## src/rtl/gpio_pkg.sv

```systemverilog
package gpio_pkg;
  localparam int NPIN    = 16;
  localparam int FIELD_W = 4;
  localparam int WORD_W  = 32;
  localparam int PIN_PER_REG = WORD_W / FIELD_W;

  localparam int OFF_CFG_LO = 'h00;
  localparam int OFF_CFG_HI = 'h04;
  localparam int OFF_IN     = 'h08;
  localparam int OFF_OUT    = 'h0C;
  localparam int OFF_SETCLR = 'h10;

  localparam logic [WORD_W-1:0] CFG_RESET = 32'h4444_4444;

  typedef struct packed {
    logic [1:0] kind;   // CNF
    logic [1:0] dir;    // MODE: 00 input, else output
  } pin_cfg_t;

  typedef struct packed {
    logic oe;
    logic drv;
    logic pu;
    logic pd;
    logic analog;
  } pin_ctl_t;

  function automatic pin_ctl_t decode_pin(input pin_cfg_t c, input logic obit);
    pin_ctl_t r;
    r = '0;
    if (c.dir != 2'b00) begin
      if (c.kind[0]) begin
        r.oe  = ~obit;
        r.drv = 1'b0;
      end else begin
        r.oe  = 1'b1;
        r.drv = obit;
      end
    end else begin
      r.analog = (c.kind == 2'b00);
      if (c.kind == 2'b10) begin
        r.pu = obit;
        r.pd = ~obit;
      end
    end
    return r;
  endfunction

  function automatic logic [NPIN-1:0] apply_setclr(input logic [NPIN-1:0] cur,
                                                   input logic [NPIN-1:0] set,
                                                   input logic [NPIN-1:0] clr);
    return (cur & ~clr) | set;
  endfunction
endpackage

```

## src/rtl/gpio_in_sync.sv

```systemverilog
module gpio_in_sync #(
  parameter int W = 16
) (
  input  logic         clk,
  input  logic         rst_n,
  input  logic [W-1:0] d,
  output logic [W-1:0] q
);
  logic [W-1:0] meta_q;
  logic [W-1:0] stab_q;

  always_ff @(posedge clk or negedge rst_n) begin
    if (!rst_n) begin
      meta_q <= '0;
      stab_q <= '0;
    end else begin
      meta_q <= d;
      stab_q <= meta_q;
    end
  end

  assign q = stab_q;
endmodule

```

## src/rtl/gpio_regs.sv

```systemverilog
module gpio_regs
  import gpio_pkg::*;
#(
  parameter int ADDR_W = 5
) (
  input  logic              clk,
  input  logic              rst_n,
  input  logic              wr,
  input  logic [ADDR_W-1:0] addr,
  input  logic [WORD_W-1:0] wdata,
  input  logic [NPIN-1:0]   idr,
  output logic [WORD_W-1:0] rdata,
  output logic [WORD_W-1:0] cfg_lo_q,
  output logic [WORD_W-1:0] cfg_hi_q,
  output logic [NPIN-1:0]   odr_q,
  output logic              cfg_lo_wr,
  output logic              cfg_hi_wr,
  output logic              odr_wr,
  output logic              sc_wr,
  output logic [NPIN-1:0]   sc_set,
  output logic [NPIN-1:0]   sc_clr
);
  localparam int IDX_W = ADDR_W - 2;
  localparam logic [IDX_W-1:0] I_LO  = IDX_W'(OFF_CFG_LO / 4);
  localparam logic [IDX_W-1:0] I_HI  = IDX_W'(OFF_CFG_HI / 4);
  localparam logic [IDX_W-1:0] I_IN  = IDX_W'(OFF_IN / 4);
  localparam logic [IDX_W-1:0] I_OUT = IDX_W'(OFF_OUT / 4);
  localparam logic [IDX_W-1:0] I_SC  = IDX_W'(OFF_SETCLR / 4);

  logic [IDX_W-1:0] idx;
  logic             aligned;

  assign idx     = addr[ADDR_W-1:2];
  assign aligned = (addr[1:0] == 2'b00);

  assign cfg_lo_wr = wr && aligned && (idx == I_LO);
  assign cfg_hi_wr = wr && aligned && (idx == I_HI);
  assign odr_wr    = wr && aligned && (idx == I_OUT);
  assign sc_wr     = wr && aligned && (idx == I_SC);
  assign sc_set    = wdata[NPIN-1:0];
  assign sc_clr    = wdata[2*NPIN-1:NPIN];

  always_ff @(posedge clk or negedge rst_n) begin
    if (!rst_n) begin
      cfg_lo_q <= CFG_RESET;
      cfg_hi_q <= CFG_RESET;
      odr_q    <= '0;
    end else begin
      if (cfg_lo_wr) cfg_lo_q <= wdata;
      if (cfg_hi_wr) cfg_hi_q <= wdata;
      if (sc_wr)       odr_q <= apply_setclr(odr_q, sc_set, sc_clr);
      else if (odr_wr) odr_q <= wdata[NPIN-1:0];
    end
  end

  always_comb begin
    rdata = '0;
    if (aligned) begin
      unique case (idx)
        I_LO:    rdata = cfg_lo_q;
        I_HI:    rdata = cfg_hi_q;
        I_IN:    rdata = {{(WORD_W-NPIN){1'b0}}, idr};
        I_OUT:   rdata = {{(WORD_W-NPIN){1'b0}}, odr_q};
        default: rdata = '0;
      endcase
    end
  end
endmodule

```

## src/rtl/gpio_pin_ctl.sv

```systemverilog
module gpio_pin_ctl
  import gpio_pkg::*;
(
  input  logic [FIELD_W-1:0] field,
  input  logic               obit,
  output logic               oe,
  output logic               drv,
  output logic               pu,
  output logic               pd,
  output logic               analog
);
  pin_ctl_t ctl;

  assign ctl    = decode_pin(pin_cfg_t'(field), obit);
  assign oe     = ctl.oe;
  assign drv    = ctl.drv;
  assign pu     = ctl.pu;
  assign pd     = ctl.pd;
  assign analog = ctl.analog;
endmodule

```

## src/rtl/gpio_port_ctrl.sv

```systemverilog
module gpio_port_ctrl
  import gpio_pkg::*;
#(
  parameter int ADDR_W = 5
) (
  input  logic              clk,
  input  logic              rst_n,
  input  logic              bus_wr,
  input  logic [ADDR_W-1:0] bus_addr,
  input  logic [31:0]       bus_wdata,
  output logic [31:0]       bus_rdata,
  input  logic [15:0]       pin_in,
  output logic [15:0]       pin_oe,
  output logic [15:0]       pin_out,
  output logic [15:0]       pin_pu,
  output logic [15:0]       pin_pd
);
  logic [WORD_W-1:0] cfg_lo_q, cfg_hi_q;
  logic [NPIN-1:0]   odr_q;
  logic              cfg_lo_wr, cfg_hi_wr, odr_wr, sc_wr;
  logic [NPIN-1:0]   sc_set, sc_clr;
  logic [NPIN-1:0]   sync_q, analog_mask, idr;

  gpio_regs #(.ADDR_W(ADDR_W)) u_regs (
    .clk       (clk),
    .rst_n     (rst_n),
    .wr        (bus_wr),
    .addr      (bus_addr),
    .wdata     (bus_wdata),
    .idr       (idr),
    .rdata     (bus_rdata),
    .cfg_lo_q  (cfg_lo_q),
    .cfg_hi_q  (cfg_hi_q),
    .odr_q     (odr_q),
    .cfg_lo_wr (cfg_lo_wr),
    .cfg_hi_wr (cfg_hi_wr),
    .odr_wr    (odr_wr),
    .sc_wr     (sc_wr),
    .sc_set    (sc_set),
    .sc_clr    (sc_clr)
  );

  gpio_in_sync #(.W(NPIN)) u_sync (
    .clk   (clk),
    .rst_n (rst_n),
    .d     (pin_in),
    .q     (sync_q)
  );

  for (genvar p = 0; p < NPIN; p++) begin : g_pin
    logic [FIELD_W-1:0] field;
    if (p < PIN_PER_REG) begin : g_lo
      assign field = cfg_lo_q[FIELD_W*p +: FIELD_W];
    end else begin : g_hi
      assign field = cfg_hi_q[FIELD_W*(p-PIN_PER_REG) +: FIELD_W];
    end
    gpio_pin_ctl u_ctl (
      .field  (field),
      .obit   (odr_q[p]),
      .oe     (pin_oe[p]),
      .drv    (pin_out[p]),
      .pu     (pin_pu[p]),
      .pd     (pin_pd[p]),
      .analog (analog_mask[p])
    );
  end

  assign idr = sync_q & ~analog_mask;
endmodule

```

## config.mk

```make
export PLATFORM = sky130hd
export DESIGN_NAME = gpio_port_ctrl
export DESIGN_NICKNAME = d
export VERILOG_FILES = /design/src/rtl/gpio_pkg.sv /design/src/rtl/gpio_in_sync.sv /design/src/rtl/gpio_regs.sv /design/src/rtl/gpio_pin_ctl.sv /design/src/rtl/gpio_port_ctrl.sv
export SDC_FILE = /design/constraint.sdc
export NUM_CORES = 1
export LEC_CHECK = 0
export CORE_ASPECT_RATIO = 1.4
export CORE_UTILIZATION = 30
export CTS_CLUSTER_DIAMETER = 80
export DETAILED_ROUTE_END_ITERATION = 10
export DONT_BUFFER_PORTS = 1
export GPL_ROUTABILITY_DRIVEN = 0
export MAX_ROUTING_LAYER = met4
export SYNTH_ARGS = -nofsm -noshare
export SYNTH_HDL_FRONTEND = slang
export SYNTH_SLANG_ARGS = --single-unit
```

## constraint.sdc

```tcl
create_clock -name clk -period 3.03 [get_ports clk]
set_clock_uncertainty 0.1 [all_clocks]
set_input_delay 0.4545 -clock clk [delete_from_list [all_inputs] [get_ports clk]]
set_output_delay 0.4545 -clock clk [all_outputs]
set_load 0.03 [all_outputs]
```

Word level (Yosys, flattened, before mapping)
Index checks and enable logic that the tools add are counted. W data, S select, Z words.

$add $sub $neg: 0. $mul: 0. Divide/modulo/power cells: 0. Order comparisons: 0. Eq/ne operators: 20. Shift-type cells: 0. Mux-type cells: 68. Bitwise operators: 21. Reductions and logical operators: 40.

Operators with widths (count): $pmux W32 S4 (1); $mux W2 (48); $mux W3 (16); $logic_not A2 Y1 (17); $reduce_bool A2 Y1 (17); $and A16 B16 Y16 (2); $eq A2 B2 Y1 const B (16); $mux W16 (2); $mux W32 (1); $not A16 Y16 (2); $not A1 Y1 (16); $or A16 B16 Y16 (1); $eq A3 B2 Y1 const B (2); $logic_and A1 B1 Y1 (5); $eq A3 B1 Y1 const B (1); $eq A3 B3 Y1 const B (1); $logic_not A3 Y1 (1).

Register bits: 112. Latch bits: 0. Memory bits (writable): 0. ROM bits: 0. Input bits: 56. Output and inout port bits: 96. Memories kept: 0.

Longest topological paths before layout
Word-level depth: 7. Mapped depth: 7. Depth with buffers taken out: 3.

Cells and area by module
Synthesis repeated with hierarchy kept, for this count alone.

Cell total of the unflattened synthesis: 557. Area, all modules: 6143.4 µm².

By module, submodules not included: gpio_regs (instances 1, cells each 397, area each 4381.7 µm², sequential area each 2021.9 µm²); gpio_in_sync (instances 1, cells each 32, area each 800.8 µm², sequential area each 800.8 µm²); gpio_pin_ctl (instances 16, cells each 7, area each 46.3 µm², sequential area each 0.0 µm²); gpio_port_ctrl (instances 1, cells each 16, area each 220.2 µm², sequential area each 0.0 µm²).

Worst setup path after synthesis
No wires, ideal clock.

Path kind: input to output. Start point: input port bus_addr[3]. End point: output port bus_rdata[21]. Arrival time: 1.875 ns. Required time: 2.475 ns. Slack: 0.600 ns. Cell stages on the path: 5. Buffers on the path: 2. Path through: clkbuf_1 -> nor3b_1 -> buf_2 -> a22oi_1 -> nor2_1.

Word-level cells in the longest chain between the ends: 3. Elaborated cells between the ends (all ways): 6. Those cells by class: eq/ne: 3; mux: 2; reduce/logical: 1.

RTL lines: from (decl) (RTL line gpio_port_ctrl.sv:9) `input logic [ADDR_W-1:0] bus_addr,`; $eq A3 B2 Y1 (tied with other cells) (RTL line gpio_regs.sv:59) `unique case (idx)`; $pmux W32 S4 (*) (RTL line gpio_regs.sv:59); $mux W32 (*) (RTL line gpio_regs.sv:58) `if (aligned) begin`; to (decl) (RTL line gpio_port_ctrl.sv:11) `output logic [31:0] bus_rdata,`.

Every way passes the cells marked *; elsewhere a longest branch is shown, timed or not.

Final worst setup path
Start point: register u_regs.cfg_hi_q[27]. End point: output port bus_rdata[14].

Word-level cells in the longest chain between the ends: 6.

RTL lines: from (decl) (RTL line gpio_regs.sv:14) `output logic [WORD_W-1:0] cfg_hi_q,`; from (signal assigned) (RTL line gpio_regs.sv:50) `if (cfg_hi_wr) cfg_hi_q <= wdata;`; $logic_not A2 Y1 (RTL line gpio_pkg.sv:40) `r.analog = (c.kind == 2'b00);`; $mux W3 (RTL line gpio_pkg.sv:31) `if (c.dir != 2'b00) begin`; $not A16 Y16 (RTL line gpio_port_ctrl.sv:68) `assign idr = sync_q & ~analog_mask;`; $and A16 B16 Y16 (RTL line gpio_port_ctrl.sv:68); $pmux W32 S4 (RTL line gpio_regs.sv:59); $mux W32 (RTL line gpio_regs.sv:58).

Every way passes these cells.

==> flow_summary.json <==
{
  "outcome": "finished with violations",
  "grt_usage_pct": 18.2,
  "ff2ff_path_depth": 2,
  "clock_latency_ps": 360,
  "slew_violations": 0,
  "critPathRequiredTime_ps": 2480,
  "syn_avg_cell_area_sq_um": 10.6,
  "worstSetupPathType": "reg -> out",
  "dpl.hpwl_microns": 12600,
  "grt_pass1_wl_microns": 26900,
  "fp.dieW_microns": 122,
  "ff2ff_setup_slack_ps": 1930,
  "cts_setup_buffers": 0,
  "violations": "hold timing",
  "setup_viol": 0,
  "drive_above_1_share_pct": 31.8,
  "numPortBuffers": 0,
  "dr.pass1.iters": 4,
  "rsz0062_at_grt": "false",
  "slew_headroom_pct": 48.1,
  "cp.arrival_ps": 1840,
  "ant_nets": 0,
  "multiInputGateArea_sq_mm": 0.00258,
  "ys_warn_count": 0,
  "synth.distinct_cells": 31,
  "drt_iter0_markers": 252,
  "crit_path_start": "u_regs.cfg_hi_q[27]",
  "syn_area_sq_mm": 0.00601,
  "clock_sinks": 112,
  "numCtsBuffers": 9,
  "synth_seq_cells": 112,
  "vias": 4413,
  "hold_path_class": "in -> async",
  "pin_count": 152,
  "reg2reg_to": "u_regs.odr_q[14]",
  "vias_per_cell": 5.48,
  "final_common_cell": "dfrtp_1",
  "fill_cells": 1926,
  "cp-start-kind": "flop",
  "hold_viol": 112,
  "period_share_pct": 78.9,
  "grt_max_degree": 113,
  "synthFlopType": "dfrtp_1",
  "grt_pass1_vias": 4445,
  "antenna_found_initial": 0,
  "layout_common_cells": "dfrtp_1, mux2_2, buf_4",
  "worst_pin_slew_ps": 779,
  "syn_inst": 567,
  "hold_slack_ps": -320,
  "n_antenna_cell": 0,
  "seq_area_sq_mm": 0.00282,
  "fin_nets": 608,
  "final_util_pct": 33.6,
  "slowest_stage": "or4_1",
  "initial_core_util_pct": 30.9,
  "clock.fmax_mhz": 418,
  "htreeDepth": 3,
  "crit_chain": "or4_1 > nand3_1 > a31oi_1 > buf_4",
  "syn_to_final_growth_pct": 8.81,
  "wl_microns": 17600,
  "slowest_delay_ps": 620,
  "cts_tree": "yes",
  "crit_path_end_kind": "output pin",
  "synth-seq-area-share_pct": 47.0,
  "async_reset_ff_share_pct": 100,
  "max-cap-violations": 0,
  "grt_overflow": 0,
  "synth_edf_count": 0,
  "rows": 60,
  "p_per_area_mw_per_mm2": 656,
  "crit_fanout": 5,
  "post_cts_resized": 0,
  "fin_crit_ps": 2390,
  "wl_per_cell_microns": 21.9,
  "drc_errors": 0,
  "setup_tns_ps": 0,
  "clk_pin_slew_ps": 80,
  "cts.root.buffer_cell": "clkbuf_16",
  "die-area_sq_mm": 0.0206,
  "syn_nets": 623,
  "irDropWorstVdd_v": 0.000293,
  "cts_buffer_depth": 2,
  "leakage_nw": 2.69,
  "power_mw": 4.29,
  "regToRegStartpoint": "u_regs.odr_q[14]",
  "core-area_sq_mm": 0.0194,
  "die_h_microns": 169,
  "crit_path_end": "bus_rdata[14]"
}
[where the power goes]
group	internal [mW]	switching, mW
registers	1.72	0.244
logic	0.424	0.656
clock network	0.670	0.575
total	2.81	1.48
[state kept, by name, indices dropped and copies added (netlist names)]
name,cells
u_regs.cfg_lo_q,32
u_sync.q,16
u_regs.cfg_hi_q,32
u_sync.meta_q,16
u_regs.odr_q,16
[area by class of cell]
| type | instances | share of cell area [%] |
|---|---|---|
| well taps | 248 | 4.75 |
| clock buffers | 10 | 3.66 |
| repair buffers | 66 | 7.85 |
| clock inverters | 6 | 1.01 |
| flip-flops and latches | 112 | 43.2 |
| multi-input cells | 363 | 39.5 |
[worst min-delay path by stage]
stage                                    end  slack (ps)  depth (start not counted)
final                       u_sync.meta_q[5]        -320                          0
after global routing        u_sync.meta_q[5]        -350                          0
after CTS                   u_sync.meta_q[5]        -330                          0
after detailed placement    u_sync.meta_q[5]          60                          0
after global placement      u_sync.meta_q[5]          60                          0
after floorplan           u_regs.cfg_hi_q[0]          60                          0
[routing by layer]
metal / global-route usage [%] / vias to the layer above / part of all wire (%)
met4: 6.87 / 0 / 2.2
li1: - / 1982 / -
met1: 21.4 / 2272 / 41
met3: 3.66 / 21 / 4.7
met2: 30.4 / 138 / 52
met5: - / - / 0
[synthesized netlist by cell type (2+ instances only)]
master | count | area (sq um)
clkbuf_1 | 12 | 45.0
a221o_1 | 16 | 160
nor2_1 | 48 | 180
o21a_1 | 16 | 120
dfstp_2 | 16 | 420
buf_4 | 65 | 488
a21oi_1 | 32 | 160
mux2i_1 | 2 | 20.0
nor3_1 | 17 | 85.1
o21ai_0 | 14 | 70.1
nand2_1 | 30 | 113
and3_1 | 15 | 93.8
a31oi_1 | 16 | 100
nand3_1 | 5 | 25.0
mux2_2 | 78 | 878
or4_1 | 16 | 120
a22oi_1 | 16 | 120
nand3b_1 | 14 | 105
nor3b_1 | 18 | 135
buf_2 | 14 | 70.1
or2_2 | 2 | 12.5
dfrtp_1 | 96 | 2400
[through the flow]
| stage | setup WS (ps) | instance area, sq um | instances |
|---|---|---|---|
| 2_1_floorplan | 600 | 6010 | 567 |
| 3_3_place_gp | 858 | 6160 | 782 |
| 3_5_place_dp | 811 | 6160 | 782 |
| 4_1_cts | 615 | 6470 | 798 |
| 5_1_grt | 562 | 6540 | 805 |
| 6_report | 639 | 6540 | 805 |
[logic make-up (layout without fill, tap and decap cells)]
family | count (synthesis) | after routing | share of synthesized area [%]
flip-flops | 112 | 112 | 47.0
multiplexers | 80 | 80 | 15.0
AND/OR/NAND/NOR | 172 | 172 | 15.5
buffers and inverters | 92 | 82 | 10.2
AO/OA/AOI/OAI | 111 | 111 | 12.3
[worst max-delay path: cells and delay by family (launching register included)]
family	cells	cell delay, ps
AND/OR/NAND/NOR	2	740
flip-flops	1	430
buffers and inverters	1	210
AO/OA/AOI/OAI	1	90
Note: power is estimated with default switching activity, not from simulation.
